$ cat src/rtl/rsd_pkg.sv
// Package: shared helpers for the scan-reuse decompressor.
// Assumes: constant-function evaluation at elaboration time.
package rsd_pkg;

    // Greatest common divisor, used for the coprime legality rule.
    function automatic int unsigned rsd_gcd(input int unsigned a, input int unsigned b);
        int unsigned x;
        int unsigned y;
        int unsigned t;
        x = a;
        y = b;
        while (y != 0) begin
            t = x % y;
            x = y;
            y = t;
        end
        return x;
    endfunction

    // Full legality check of a tester/CUT pairing.
    function automatic bit rsd_cfg_legal(input int unsigned chains, input int unsigned len,
                                         input int unsigned cut_chains, input int unsigned cut_len);
        bit ok;
        ok = (cut_chains <= chains) && (cut_len <= len) && (cut_chains > 0) && (cut_len > 0);
        ok = ok && (rsd_gcd(cut_chains * cut_len, chains * len + 1) == 1);
        return ok;
    endfunction

endpackage

$ cat src/rtl/rsd_scan_segment.sv
// Module: one reused tester scan chain of LEN cells.
// Cell 0 is the chain head, cell LEN-1 the tail that feeds both the next
// chain and one CUT scan input. Assumes LEN >= 1.
module rsd_scan_segment #(
    parameter int unsigned LEN = 8
) (
    input  logic           clk,
    input  logic           rst_n,
    input  logic           shift_en,
    input  logic           seg_in,
    output logic [LEN-1:0] cells,
    output logic           seg_out
);

    generate
        if (LEN == 1) begin : g_single
            // Single cell: capture the head input when shifting.
            always_ff @(posedge clk) begin
                if (!rst_n)        cells <= '0;
                else if (shift_en) cells <= seg_in;
            end
        end else begin : g_multi
            // Multi-cell: move every bit one cell toward the tail.
            always_ff @(posedge clk) begin
                if (!rst_n)        cells <= '0;
                else if (shift_en) cells <= {cells[LEN-2:0], seg_in};
            end
        end
    endgenerate

    // Tail of the chain.
    assign seg_out = cells[LEN-1];

    AST_SEG_HOLD: assert property (@(posedge clk) disable iff (!rst_n)
        !shift_en |=> $stable(cells)) else $error("segment moved without shift");

endmodule

$ cat src/rtl/rsd_feedback_mux.sv
// Module: 2:1 feedback multiplexer at the ring head.
// Selects the tester bit when loading, otherwise the ring tail (rotation).
module rsd_feedback_mux (
    input  logic load_sel,
    input  logic tdi,
    input  logic ring_tail,
    output logic ring_head
);

    // Head source selection.
    always_comb begin
        ring_head = load_sel ? tdi : ring_tail;
    end

endmodule

$ cat src/rtl/rsd_misr.sv
// Module: multi-input signature register with serial unload.
// Capture: Galois-style left shift with polynomial feedback plus parallel
// inputs on bits [IN_W-1:0]. Unload: plain left shift with zero fill,
// taking priority over capture. Assumes W >= IN_W and W >= 2.
module rsd_misr #(
    parameter int unsigned       W    = 16,
    parameter int unsigned       IN_W = 4,
    parameter logic [W-1:0]      POLY = 16'h002D
) (
    input  logic            clk,
    input  logic            rst_n,
    input  logic            capture_en,
    input  logic            unload,
    input  logic [IN_W-1:0] resp_in,
    output logic [W-1:0]    sig,
    output logic            ser_out
);

    logic [W-1:0] resp_ext;
    logic [W-1:0] fb_term;
    logic [W-1:0] sig_next;

    // Zero-extend the response vector to the register width.
    always_comb begin
        resp_ext = '0;
        resp_ext[IN_W-1:0] = resp_in;
    end

    // Polynomial feedback driven by the outgoing MSB.
    always_comb begin
        fb_term = sig[W-1] ? POLY : '0;
    end

    // Next-state selection: unload beats capture, otherwise hold.
    always_comb begin
        if (unload)          sig_next = {sig[W-2:0], 1'b0};
        else if (capture_en) sig_next = {sig[W-2:0], 1'b0} ^ fb_term ^ resp_ext;
        else                 sig_next = sig;
    end

    // Signature state register.
    always_ff @(posedge clk) begin
        if (!rst_n) sig <= '0;
        else        sig <= sig_next;
    end

    // Serial output presents the MSB.
    assign ser_out = sig[W-1];

    AST_MISR_HOLD: assert property (@(posedge clk) disable iff (!rst_n)
        (!capture_en && !unload) |=> $stable(sig)) else $error("signature moved while idle");

    AST_MISR_UNLOAD: assert property (@(posedge clk) disable iff (!rst_n)
        unload |=> (sig[0] == 1'b0) && (sig[W-1:1] == $past(sig[W-2:0]))) else $error("unload shift wrong");

endmodule

$ cat src/rtl/scan_reuse_decomp.sv
// Module: scan-reuse test decompressor top.
// CHAINS segments of CHAIN_LEN cells form one ring, head at chain 0.
// The feedback mux closes the ring from the tail of the last chain.
// Each chain tail drives one CUT scan input; CUT scan outputs feed the MISR.
// Assumes a legal pairing with a CUT of CUT_CHAINS x CUT_LEN cells.
module scan_reuse_decomp #(
    parameter int unsigned          CHAINS     = 4,
    parameter int unsigned          CHAIN_LEN  = 8,
    parameter int unsigned          CUT_CHAINS = 4,
    parameter int unsigned          CUT_LEN    = 8,
    parameter int unsigned          MISR_W     = 16,
    parameter logic [MISR_W-1:0]    MISR_POLY  = 16'h002D
) (
    input  logic              clk,
    input  logic              rst_n,
    input  logic              shift_en,
    input  logic              load_sel,
    input  logic              tdi,
    input  logic              misr_unload,
    input  logic [CHAINS-1:0] cut_so,
    output logic [CHAINS-1:0] cut_si,
    output logic [MISR_W-1:0] misr_sig,
    output logic              misr_shift_out
);
    import rsd_pkg::*;

    localparam int unsigned RING_CELLS = CHAINS * CHAIN_LEN;
    localparam int unsigned CUT_CELLS  = CUT_CHAINS * CUT_LEN;
    localparam bit          CFG_OK     = rsd_cfg_legal(CHAINS, CHAIN_LEN, CUT_CHAINS, CUT_LEN)
                                         && (MISR_W >= CHAINS) && (MISR_W >= 2);

    // Elaboration-time legality check of the parameter set.
    generate
        if (!CFG_OK) begin : g_cfg_bad
            $error("illegal pairing: CUT %0d cells vs ring %0d cells", CUT_CELLS, RING_CELLS);
        end
    endgenerate

    logic [CHAIN_LEN-1:0] seg_cells [CHAINS];
    logic [CHAINS-1:0]    seg_tail;
    logic [CHAINS-1:0]    seg_head;
    logic                 ring_head;

    // Feedback mux closing the ring.
    rsd_feedback_mux u_fbmux (
        .load_sel  (load_sel),
        .tdi       (tdi),
        .ring_tail (seg_tail[CHAINS-1]),
        .ring_head (ring_head)
    );

    // Chain instances; each head is fed by the previous tail.
    generate
        for (genvar k = 0; k < CHAINS; k++) begin : g_chain
            if (k == 0) begin : g_first
                assign seg_head[k] = ring_head;
            end else begin : g_link
                assign seg_head[k] = seg_tail[k-1];

                AST_CHAIN_LINK: assert property (@(posedge clk) disable iff (!rst_n)
                    shift_en |=> seg_cells[k][0] == $past(seg_cells[k-1][CHAIN_LEN-1]))
                    else $error("chain link broken");
            end

            rsd_scan_segment #(.LEN(CHAIN_LEN)) u_seg (
                .clk      (clk),
                .rst_n    (rst_n),
                .shift_en (shift_en),
                .seg_in   (seg_head[k]),
                .cells    (seg_cells[k]),
                .seg_out  (seg_tail[k])
            );

            // Parallel tap to the CUT chain.
            assign cut_si[k] = seg_tail[k];
        end
    endgenerate

    // Response compaction.
    rsd_misr #(.W(MISR_W), .IN_W(CHAINS), .POLY(MISR_POLY)) u_misr (
        .clk        (clk),
        .rst_n      (rst_n),
        .capture_en (shift_en),
        .unload     (misr_unload),
        .resp_in    (cut_so),
        .sig        (misr_sig),
        .ser_out    (misr_shift_out)
    );

    AST_HEAD_LOAD: assert property (@(posedge clk) disable iff (!rst_n)
        (shift_en && load_sel) |=> seg_cells[0][0] == $past(tdi)) else $error("head missed tdi");

    AST_HEAD_ROTATE: assert property (@(posedge clk) disable iff (!rst_n)
        (shift_en && !load_sel) |=> seg_cells[0][0] == $past(seg_cells[CHAINS-1][CHAIN_LEN-1]))
        else $error("head missed tail");

endmodule

$ cat config.mk
export PLATFORM = sky130hd
export DESIGN_NAME = scan_reuse_decomp
export DESIGN_NICKNAME = d
export VERILOG_FILES = /design/src/rtl/rsd_pkg.sv /design/src/rtl/rsd_scan_segment.sv /design/src/rtl/rsd_feedback_mux.sv /design/src/rtl/rsd_misr.sv /design/src/rtl/scan_reuse_decomp.sv
export SDC_FILE = /design/constraint.sdc
export NUM_CORES = 1
export LEC_CHECK = 0
export CORE_MARGIN = 4
export CORE_UTILIZATION = 29
export CTS_CLUSTER_DIAMETER = 40
export DETAILED_ROUTE_END_ITERATION = 10
export DONT_BUFFER_PORTS = 1
export GPL_TIMING_DRIVEN = 0
export PLACE_DENSITY = 0.53
export SLEW_MARGIN = 0
export SYNTH_ARGS = -nofsm -noshare
export SYNTH_HDL_FRONTEND = slang
export SYNTH_SLANG_ARGS = --single-unit
$ cat constraint.sdc
create_clock -name clk -period 0.99 [get_ports clk]
set_input_delay 0.1485 -clock clk [delete_from_list [all_inputs] [get_ports clk]]
set_output_delay 0.1485 -clock clk [all_outputs]
set_load 0.02 [all_outputs]
* Word level (Yosys, flattened, before mapping)
Cells that the tools add are included.
** Operators by class
- Bitwise logic cells :: 3
- Mux-type cells :: 4
- Reductions and logical operators :: 2
** Operators with widths (number)
- 16-bit 2-to-1 mux :: 2
- 16-bit XOR :: 1
- 16-bit by 4-bit XOR with 16-bit output :: 1
- 6-bit 2-to-1 mux :: 1
- 2-bit nonzero test :: 1
- 2-bit OR reduction :: 1
- 1-bit 2-to-1 mux :: 1
- 1-bit NOT :: 1
** Word-level totals
- Bits of input ports :: 10
- Output and inout bits :: 21
- Word-level logic and storage cells :: 15
- Register bits :: 48

* Depth between registers and ports, before layout
Gate-level depths: netlist (run 1).
- Depth in word-level cells :: 5
- Depth in mapped cells :: 6

* By module
Synthesis (run 1) repeated with hierarchy kept, for this count alone.
** Second synthesis, totals
- Cells, all modules :: 188
- Area, all modules :: 1955.6 um2
** Modules (own cells, without submodules)
- rsd_scan_segment :: instances 4, sequential area each 160.2 um2, area an instance 309.0 um2, cells an instance 26
- rsd_misr :: instances 1, sequential area each 320.3 um2, area an instance 704.4 um2, cells an instance 83
- rsd_feedback_mux :: instances 1, sequential area each 0.0 um2, area an instance 15.0 um2, cells an instance 1

* Least setup slack after synthesis (run 1)
OpenSTA, ideal clock, no wires.
- Path type :: register -> register
- Start :: register u_misr.sig[15]
- End :: register u_misr.sig[3]
- Arrival :: 1.150 ns
- Library setup time :: 0.063 ns
- Required time :: 0.927 ns
- Clock period less this slack :: 1.213 ns
- Cell stages (with the launch flop) :: 5
- Setup slack :: -0.223 ns
- Path through :: dfxtp_1 -> buf_4 -> xnor2_1 -> or4_1 -> nand3_1
** Between the ends
- Longest elaborated chain between the ends :: 5
** RTL lines
- start, declared :: line rsd_misr.sv:15 : output logic [W-1:0] sig,
- start signal, assigned :: line rsd_misr.sv:44 : else sig <= sig_next;
- 6-bit 2-to-1 mux :: line rsd_misr.sv:31 : fb_term = sig[W-1] ? POLY : '0;
- 16-bit XOR :: line rsd_misr.sv:37 : else if (capture_en) sig_next = {sig[W-2:0], 1'b0} ^ fb_term ^ resp_ext;
- 16-bit by 4-bit XOR with 16-bit output :: line rsd_misr.sv:37
- 16-bit 2-to-1 mux :: line rsd_misr.sv:37
- 16-bit 2-to-1 mux :: line rsd_misr.sv:36 : if (unload) sig_next = {sig[W-2:0], 1'b0};
Every way passes these cells. The select of a mux whose other input is x is not followed.
A chain may end at the register's enable or synchronous reset.

* Final worst setup path (run 1)
- Start :: register u_misr.sig[15]
- End :: register u_misr.sig[2]
The elaborated chain is that of the path after synthesis.

==> flow_summary.yaml, run 1 <==
critical_path:
  cp_max_fo: 3
  rr_startpoint: "u_misr.sig[15]$_SDFFE_PN0P_"
  path_class: "reg -> reg"
  r2r_cells: 5
  crit_required_ps: 1190
  critPathLaunchType: "register"
  critPathCaptureType: "register"
  regToRegSetupSlack_ps: -220
  reg2reg_to: "u_misr.sig[2]$_SDFFE_PN0P_"
  worstPathArrival_ps: 1410
global_routing:
  grt_pass1_vias: 1225
  grt_max_degree: 15
  grt_pass1_wl_mm: 5.96
  antenna_found_initial: 0
  grt-ovfl-total: 0
  grt_use_total_pct: 9.01
placed_design:
  pre_cts_slack_ps: -161
  gp_congestion: 0.753
  place_inst: 270
  hpwl_mm: 2.47
  numPortBuffers: 0
cells_and_area:
  fin_nets: 214
  diodes: 0
  multi_input_area_um2: 911
  seqCellArea_um2: 973
  stdcell_count: 281
  area_delta_synth_final_pct: 15.5
  fillers: 658
  drive_gt1_share_pct: 19.1
cts:
  cts_tree: "done"
  htree_levels: 2
  cts_buffers: 5
  clk_path_buf_depth: 2
  clk_latency_ps: 300
  cts-root-buf: "clkbuf_8"
  path_clk_slew_ps: 90
  numClockSinks: 48
floorplan:
  die-area_um2: 8170
  die_h_um: 90.4
  num_rows: 29
  core_um2: 6460
  top_level_ports: 31
  initial_utilization_pct: 30.5
  die_x_um: 90.4
routing:
  routedWlPerCell_um: 13.2
  viasPerCell: 4.60
  dr.pass1.iters: 5
  vias: 1292
  remaining_drc_errors: 0
  postRouteAntennaNets: 0
  drt_iter0_drc: 46
  finalWirelength_mm: 3.71
power:
  p_per_area_nw_per_um2: 1680
  finalPower_uw: 3830
  leakage_uw: 0.000879
  ir_worst_vdd_v: 0.000633
hold_path:
  worstHoldStart: "rst_n"
  min_delay_worst_endpoint: "u_misr.sig[1]$_SDFFE_PN0P_"
  hold-path-cell-count: 2
  hold_path_class: "in -> reg"
timing:
  worstMarginPinSlew_ps: 487
  drv_slew: 0
  tns_ps: -599
  setup_viol: 4
  fin_skew_ps: 12.1
  min_period_ps: 1210
  fin_ws_ps: -223
  slew_headroom_pct: 67.5
  max_freq_mhz: 824
  period_share_pct: 123
  hold_violations: 0
  rsz0062_at_grt: "true"
status:
  status: "complete, but fails checks"
  violations: "negative setup slack"
yosys:
  syn_inst: 193
  ys_types: 30
  synth.top_cell.area_share_pct: 48.8
  synth_area_leaders: "dfxtp_1, mux2i_1, nor2b_1, nand2_1, a21boi_0"
  ys_warn_count: 0
  async_flop_share_pct: 0
  synth_top_area_cell: "dfxtp_1"
  synth_area_per_cell_um2: 10.2
  synth_edf_count: 0
  yosysMostFrequentCell: "dfxtp_1"
  seq_area_frac_synth_pct: 48.8
  synthTopCellsByCount: "dfxtp_1, mux2i_1, nor2b_1"
  netlist_area_um2: 1970
  ys.flop_type: "dfxtp_1"
  synth_nets: 203
  ys_seq_elements: 48
flow_run:
  drv_cap: 0
## critical path, cell delays in order, from the launching register on
cell and delay (ps):
dfxtp_4 380, buf_6 120, buf_4 140, xnor2_4 150, nor4_2 60, a311oi_1 260
## worst max path at each step
stage | start | endpoint | cells after the start
floorplan | u_misr.sig[15]$_SDFFE_PN0P_ | u_misr.sig[3]$_SDFFE_PN0P_ | 4
global placement | u_misr.sig[15]$_SDFFE_PN0P_ | u_misr.sig[3]$_SDFFE_PN0P_ | 4
detailed placement | u_misr.sig[15]$_SDFFE_PN0P_ | u_misr.sig[3]$_SDFFE_PN0P_ | 4
CTS | u_misr.sig[15]$_SDFFE_PN0P_ | u_misr.sig[3]$_SDFFE_PN0P_ | 4
global route | u_misr.sig[15]$_SDFFE_PN0P_ | u_misr.sig[2]$_SDFFE_PN0P_ | 5
finish | u_misr.sig[15]$_SDFFE_PN0P_ | u_misr.sig[2]$_SDFFE_PN0P_ | 5
## cell usage in the layout (no fill, tap or decap)
master         count
dfxtp_1           40
mux2i_1           32
nor2b_1           31
nand2_1           27
buf_4             10
a21boi_0           8
dfxtp_2            7
clkbuf_8           5
buf_2              4
clkbuf_1           4
buf_6              3
a21boi_1           3
inv_1              2
o21a_1             2
o22ai_1            2
xnor2_1            2
bufinv_16          2
inv_2              1
a2bb2oi_1          1
nand2b_4           1
o211a_1            1
nor2_4             1
or2_2              1
nor2_1             1
a211oi_1           1
a2bb2oi_2          1
or4_1              1
nand4_1            1
and3_1             1
a41oi_1            1
nand3_1            1
xnor2_4            1
o221ai_1           1
nor4_2             1
a311oi_1           1
dlygate4sd3_1      1
dfxtp_4            1
## logic make-up after synthesis
family          share of synthesized area, %
simple gates                            18.4
flops                                   48.8
mux                                     16.3
compound gates                          8.70
buf+inv                                 6.54
xor+xnor                                1.33
## sequential cells by signal, summed over array words and instances (netlist names)
signal / count
g_chain.u_seg.cells: 32
u_misr.sig: 16
## stage by stage
stage	hold slack, ps	util [%]	instance area (µm²)
after floorplan	289	-	1970
after global placement	313	32.1	2070
after detailed placement	313	32.1	2070
after CTS	8.23	34.5	2230
after global routing	12.1	35.2	2270
final	17.7	35.2	2270
## where the power goes
part | internal [µW] | leakage, µW | total [µW] | switching, µW
sequential | 1950 | 0.000392 | 1980 | 34.8
combinational | 108 | 0.000423 | 221 | 113
clock | 994 | 0.0000642 | 1630 | 633
## repair_timing
action	4_1_cts	5_1_grt
hold buffers	1	0
pin swaps	1	2
setup endpoints to repair	5	9
buffers inserted	2	1
endpoints found under the hold margin	1	0
gates resized for setup	4	8
## routing by layer
metal	vias up	share of wire, %	track usage, %
li1	663	-	-
met4	0	1.2	3.83
met1	595	47	11.2
met3	4	6.8	4.25
met2	30	45	13.3
met5	-	0	0
## cell type report
cell class	instances	area share, %
Clock inverter	2	2.64
Sequential cell	48	42.8
Multi-Input combinational cell	124	40.0
Timing Repair Buffer	4	1.43
Inverter	3	0.495
Tap cell	77	4.24
Buffer	18	5.34
Clock buffer	5	3.03
Note: power is estimated with default switching activity, not from simulation.
==> inputs of run 2 (changes only) <==
- CTS_BUF_LIST: default -> sky130_fd_sc_hd__clkbuf_2
==> run 2 against run 1 <==
  * The flow still finishes with violations (negative setup slack)
  * Final cell count is 3.9% higher
  * Clock skew rose by 20 ps
  * Non-clock buffer count grew 11
  * Global-route usage is 0.58 points higher
  * Clock power is 22% lower
  * Combinational power rose by 14%
  * Critical path type unchanged
  * Critical endpoint unchanged
  * Largest power group unchanged
  * Highest routed layer unchanged
==> flow_summary.yaml, run 2 (synthesis gave the netlist of run 1 again) <==
status:
  status: "complete, but fails checks"
  violations: "negative setup slack"
floorplan:
  num_rows: 29
  top_level_ports: 31
  die_x_um: 90.4
  die-area_um2: 8170
  die_h_um: 90.4
  core_um2: 6460
  initial_utilization_pct: 30.5
power:
  p_per_area_nw_per_um2: 1450
  ir_worst_vdd_v: 0.000541
  leakage_uw: 0.000933
critical_path:
  cp_top_family: "flip-flops"
  critPathLaunchType: "register"
  path_class: "reg -> reg"
  r2r_cells: 5
  worstPathArrival_ps: 1540
  cpPeakStageDelay_ps: 430
  endpoint: "u_misr.sig[2]$_SDFFE_PN0P_"
  cp.depth: 5
  rr_startpoint: "u_misr.sig[15]$_SDFFE_PN0P_"
  slowest_stage: "dfxtp_4"
  crit_required_ps: 1330
  path_buf_inv: 2
  crit_path_cell_trace: "buf_6, buf_12, xnor2_4, nor4_2, a311oi_1"
  startpoint: "u_misr.sig[15]$_SDFFE_PN0P_"
  cp_max_fo: 3
  reg2reg_to: "u_misr.sig[2]$_SDFFE_PN0P_"
  critPathCaptureType: "register"
  regToRegSetupSlack_ps: -210
cts:
  htree_levels: 2
  cts_buffers: 5
  cts-root-buf: "clkbuf_2"
  path_clk_slew_ps: 240
  clk_latency_ps: 410
  numClockSinks: 48
  clk_path_buf_depth: 2
  cts_tree: "done"
routing:
  remaining_drc_errors: 0
  routedWlPerCell_um: 13.1
  drt_iter0_drc: 55
  vias: 1336
  dr.pass1.iters: 4
  postRouteAntennaNets: 0
  finalWirelength_mm: 3.83
  viasPerCell: 4.58
global_routing:
  antenna_found_initial: 0
  grt_max_degree: 15
  grt_use_total_pct: 9.59
  grt_pass1_wl_mm: 6.29
  grt_pass1_vias: 1277
  grt-ovfl-total: 0
timing:
  tns_ps: -1260
  slew_headroom_pct: 68.3
  rsz0062_at_grt: "true"
  max_freq_mhz: 834
  min_period_ps: 1200
  drv_slew: 0
  period_share_pct: 121
  fin_ws_ps: -209
  worstMarginPinSlew_ps: 475
  hold_violations: 0
  setup_viol: 25
  fin_skew_ps: 32.4
  whs_ps: 24.6
cells_and_area:
  layout_commonest_cell: "mux2i_1"
  final_util_pct: 37.3
  diodes: 0
  fillers: 645
  fin_nets: 225
  area_delta_synth_final_pct: 22.4
  reg_top3: "g_chain.u_seg.cells: 32 flops, u_misr.sig: 16 flops"
  stdcell_count: 292
  largest_register_ffs: 32
  drive_gt1_share_pct: 25.6
  layout_common_cells: "mux2i_1, nor2b_1, dfxtp_1, nand2_1, dfxtp_4"
  largest-register: "g_chain.u_seg.cells"
  fin_area_um2: 2410
hold_path:
  hold_path_class: "in -> reg"
flow_run:
  drv_cap: 0
placed_design:
  post_dp_cell_area_um2: 2070
  gp_congestion: 0.753
  numPortBuffers: 0
  place_inst: 270
  hpwl_mm: 2.47
==> run 2: cell count changes in the layout (fill, tap and decap cells not counted), sizes merged <==
cell / change
dlygate4sd3: +7
buf: +4
==> run 2: per-stage QoR <==
stage               worst slack, ps  total power, µW
finish                         -209             3480
global placement               -155             2240
CTS                            -194             3520
detailed placement             -161             2240
floorplan                      -123             2200
global route                   -304             3640
==> run 2: how the worst min path moves through the flow <==
stage / start / end / slack, ps / depth (start not counted)
5_1_grt: tdi / g_chain[0].u_seg.cells[0]$_SDFFE_PN0P_ / 6 / 3
6_report: tdi / g_chain[0].u_seg.cells[0]$_SDFFE_PN0P_ / 20 / 3
4_1_cts: tdi / g_chain[0].u_seg.cells[0]$_SDFFE_PN0P_ / 9 / 3
2_1_floorplan: rst_n / u_misr.sig[0]$_SDFFE_PP0P_ / 290 / 2
3_5_place_dp: rst_n / u_misr.sig[0]$_SDFFE_PP0P_ / 310 / 2
3_3_place_gp: rst_n / u_misr.sig[0]$_SDFFE_PP0P_ / 310 / 2
==> run 2: final cells by class <==
class	instances	area (µm²)	share of cell area, %
flip-flops and latches	48	1020	42.4
multi-input cells	124	913	37.9
repair buffers	15	145	6.02
plain buffers	18	136	5.66
well taps	77	96.3	4.00
clock inverters	2	60.1	2.49
clock buffers	5	25.0	1.04
inverters	3	11.3	0.467
==> run 2: what timing repair did <==
action / CTS / global route
buffers inserted: 6 / 1
endpoints found under the setup margin: 24 / 26
gates resized for setup: 38 / 5
hold endpoints to repair: 6 / 6
gates cloned: 0 / 0
hold buffers: 6 / 2
pin swaps: 1 / 2
==> run 2: worst reg2reg max path: cells and delay by family (launching register included) <==
family | cells | cell delay [ps]
flops | 1 | 430
xor+xnor | 1 | 150
compound gates | 1 | 250
simple gates | 1 | 60
buf+inv | 2 | 250
==> run 2: where the power goes <==
part	internal, µW	total [µW]	switching, µW
clock	666	1270	606
combinational	126	253	127
sequential	1920	1960	35.2
==> run 2: routing by layer <==
layer	track usage [%]	wire, µm	vias to the layer above
li1	-	-	683
met1	12.4	1840	622
met2	13.9	1710	26
met3	3.92	236	5
met4	4.21	48	0
met5	0	0	-
==> inputs of run 3 (changes only) <==
- REMOVE_ABC_BUFFERS: default -> 1
==> run 3 against run 2 <==
  * The run ends with negative hold slack, negative setup slack left
  * First-iteration DRC count rose by 1.8%
  * Maximum frequency up 5.1%
  * Sequential share of layout area rose by 5.6 points
  * Hold slack worse by 240 ps
  * Critical path depth fell by 2
  * Combinational power down 33%
  * Via count fell by 8.6%
  * Routed wire length down 12%
  * Clock-buffer cell count unchanged
  * Clock skew increased by 7.8 ps
  * Global-route usage is 0.90 points lower
  * Design area down 10%
  * Critical path type unchanged
  * Largest power group unchanged
  * Highest routed layer unchanged
==> flow_summary.yaml, run 3 (synthesis gave the netlist of run 1 again) <==
routing:
  routedWlPerCell_um: 12.7
  finalWirelength_mm: 3.38
  drt_iter0_drc: 56
  vias: 1221
  postRouteAntennaNets: 0
  viasPerCell: 4.61
  dr.pass1.iters: 4
  remaining_drc_errors: 0
placed_design:
  numPortBuffers: 0
  gp_congestion: 0.686
  place_inst: 252
  post_dp_cell_area_um2: 1950
  hpwl_mm: 1.99
power:
  pwr-share-clk_pct: 33.5
  p_seq_share_pct: 61.2
  p_per_area_nw_per_um2: 1470
  finalPower_uw: 3180
  p_switching_uw: 745
  ir_worst_vdd_v: 0.00126
  internal_power_uw: 2430
  leakage_uw: 0.000796
  swShare_pct: 23.4
  p_comb_share_pct: 5.3
cts:
  numClockSinks: 48
  cts-root-buf: "clkbuf_2"
  clk_latency_ps: 430
  cts_buffers: 5
  cts_tree: "done"
  clk_path_buf_depth: 2
  htree_levels: 2
  path_clk_slew_ps: 270
  post-cts-setup-buffers: 0
cells_and_area:
  layout_common_cells: "mux2i_1, nor2b_1, dfxtp_1, nand2_1, dfxtp_4"
  largest-register: "g_chain.u_seg.cells"
  layout_commonest_cell: "mux2i_1"
  fin_nets: 197
  reg_top3: "g_chain.u_seg.cells: 32 flops, u_misr.sig: 16 flops"
  area_delta_synth_final_pct: 9.59
  diodes: 0
  drive_gt1_share_pct: 17.6
  stdcell_count: 265
  largest_register_ffs: 32
  fin_area_um2: 2160
timing:
  rsz0062_at_grt: "true"
  max_freq_mhz: 876
  fin_ws_ps: -151
  drv_slew: 0
  period_share_pct: 115
  min_period_ps: 1140
  worstMarginPinSlew_ps: 269
  tns_ps: -1000
  whs_ps: -220
  setup_viol: 21
  slew_headroom_pct: 82.1
  hold_violations: 47
  fin_skew_ps: 40.2
critical_path:
  critPathCaptureType: "register"
  crit_path_cell_trace: "xnor2_2, or4_1, nand3_1"
  crit_required_ps: 1390
  regToRegSetupSlack_ps: -150
  cpPeakStageDelay_ps: 480
  slowest_stage: "dfxtp_4"
  r2r_cells: 3
  reg2reg_to: "u_misr.sig[3]$_SDFFE_PN0P_"
  path_class: "reg -> reg"
  worstPathArrival_ps: 1540
  critPathLaunchType: "register"
  cp_max_fo: 8
  rr_startpoint: "u_misr.sig[15]$_SDFFE_PN0P_"
floorplan:
  die_h_um: 90.4
  core_um2: 6460
  die-area_um2: 8170
  top_level_ports: 31
  die_x_um: 90.4
  initial_utilization_pct: 30.5
  num_rows: 29
global_routing:
  grt-ovfl-total: 0
  grt_max_degree: 51
  grt_pass1_wl_mm: 5.84
  antenna_found_initial: 0
  grt_pass1_vias: 1158
  grt_use_total_pct: 8.70
status:
  violations: "negative hold slack, negative setup slack"
  status: "complete, but fails checks"
flow_run:
  drv_cap: 0
hold_path:
  worstHoldStart: "shift_en"
  hold-path-cell-count: 1
  min_delay_worst_endpoint: "u_misr.sig[2]$_SDFFE_PN0P_"
  hold_path_class: "in -> reg"
## run 3: changes by cell type in the layout (fill, tap and decap cells not counted), sizes merged
cell / delta
clkbuf: -4
clkinv: +2
dlygate4sd3: -4
buf: -20
bufinv: -1
## run 3: worst max-delay path by stage
stage                                            from                    endpoint  cells after the start
after detailed placement  u_misr.sig[15]$_SDFFE_PN0P_  u_misr.sig[3]$_SDFFE_PN0P_                      3
after global placement    u_misr.sig[15]$_SDFFE_PN0P_  u_misr.sig[3]$_SDFFE_PN0P_                      3
after floorplan           u_misr.sig[15]$_SDFFE_PN0P_  u_misr.sig[3]$_SDFFE_PN0P_                      3
after global routing      u_misr.sig[15]$_SDFFE_PN0P_              misr_shift_out                      0
after CTS                 u_misr.sig[15]$_SDFFE_PN0P_                misr_sig[15]                      0
final                     u_misr.sig[15]$_SDFFE_PN0P_  u_misr.sig[3]$_SDFFE_PN0P_                      3
## run 3: layer usage
layer	vias to the layer above	global-route usage (%)	routed length, µm
met5	-	0	0
met4	0	4.21	65
met3	6	4.67	278
met2	34	12.2	1440
met1	550	10.8	1600
li1	631	-	-
## run 3: through the flow
step	hold slack, ps	util, %	worst slack, ps
2_1_floorplan	241	-	-353
3_3_place_gp	256	30.2	-472
3_5_place_dp	260	30.2	-462
4_1_cts	-273	33.0	-180
5_1_grt	-304	33.4	-214
6_report	-220	33.4	-151
## run 3: what timing repair did
item                                    in CTS  in global routing
hold endpoints to repair                    48                 48
endpoints found under the setup margin      26                 23
pin swaps                                    0                  1
gates resized for setup                     40                  1
hold buffers                                 3                  2
## run 3: cell type report
class                   count  area, µm²
flip-flops and latches     48       1040
inverters                   3       11.3
clock buffers               5       25.0
clock inverters             3       42.5
multi-input cells         124        887
well taps                  77       96.3
repair buffers              5       60.1
fillers                   656       4300
## run 3: power by group through the flow
stage                     logic (µW)  registers (µW)  clock network (µW)
after global routing             188            1950                1210
after floorplan                  108            2020                   0
final                            169            1940                1070
after global placement           119            2030                   0
after detailed placement         119            2030                   0
after CTS                        163            1950                1140
## run 3: critical path: cells and delay by family, from the launching register on
kind,cells,cell delay (ps)
xor+xnor,1,160
simple gates,2,470
flops,1,480
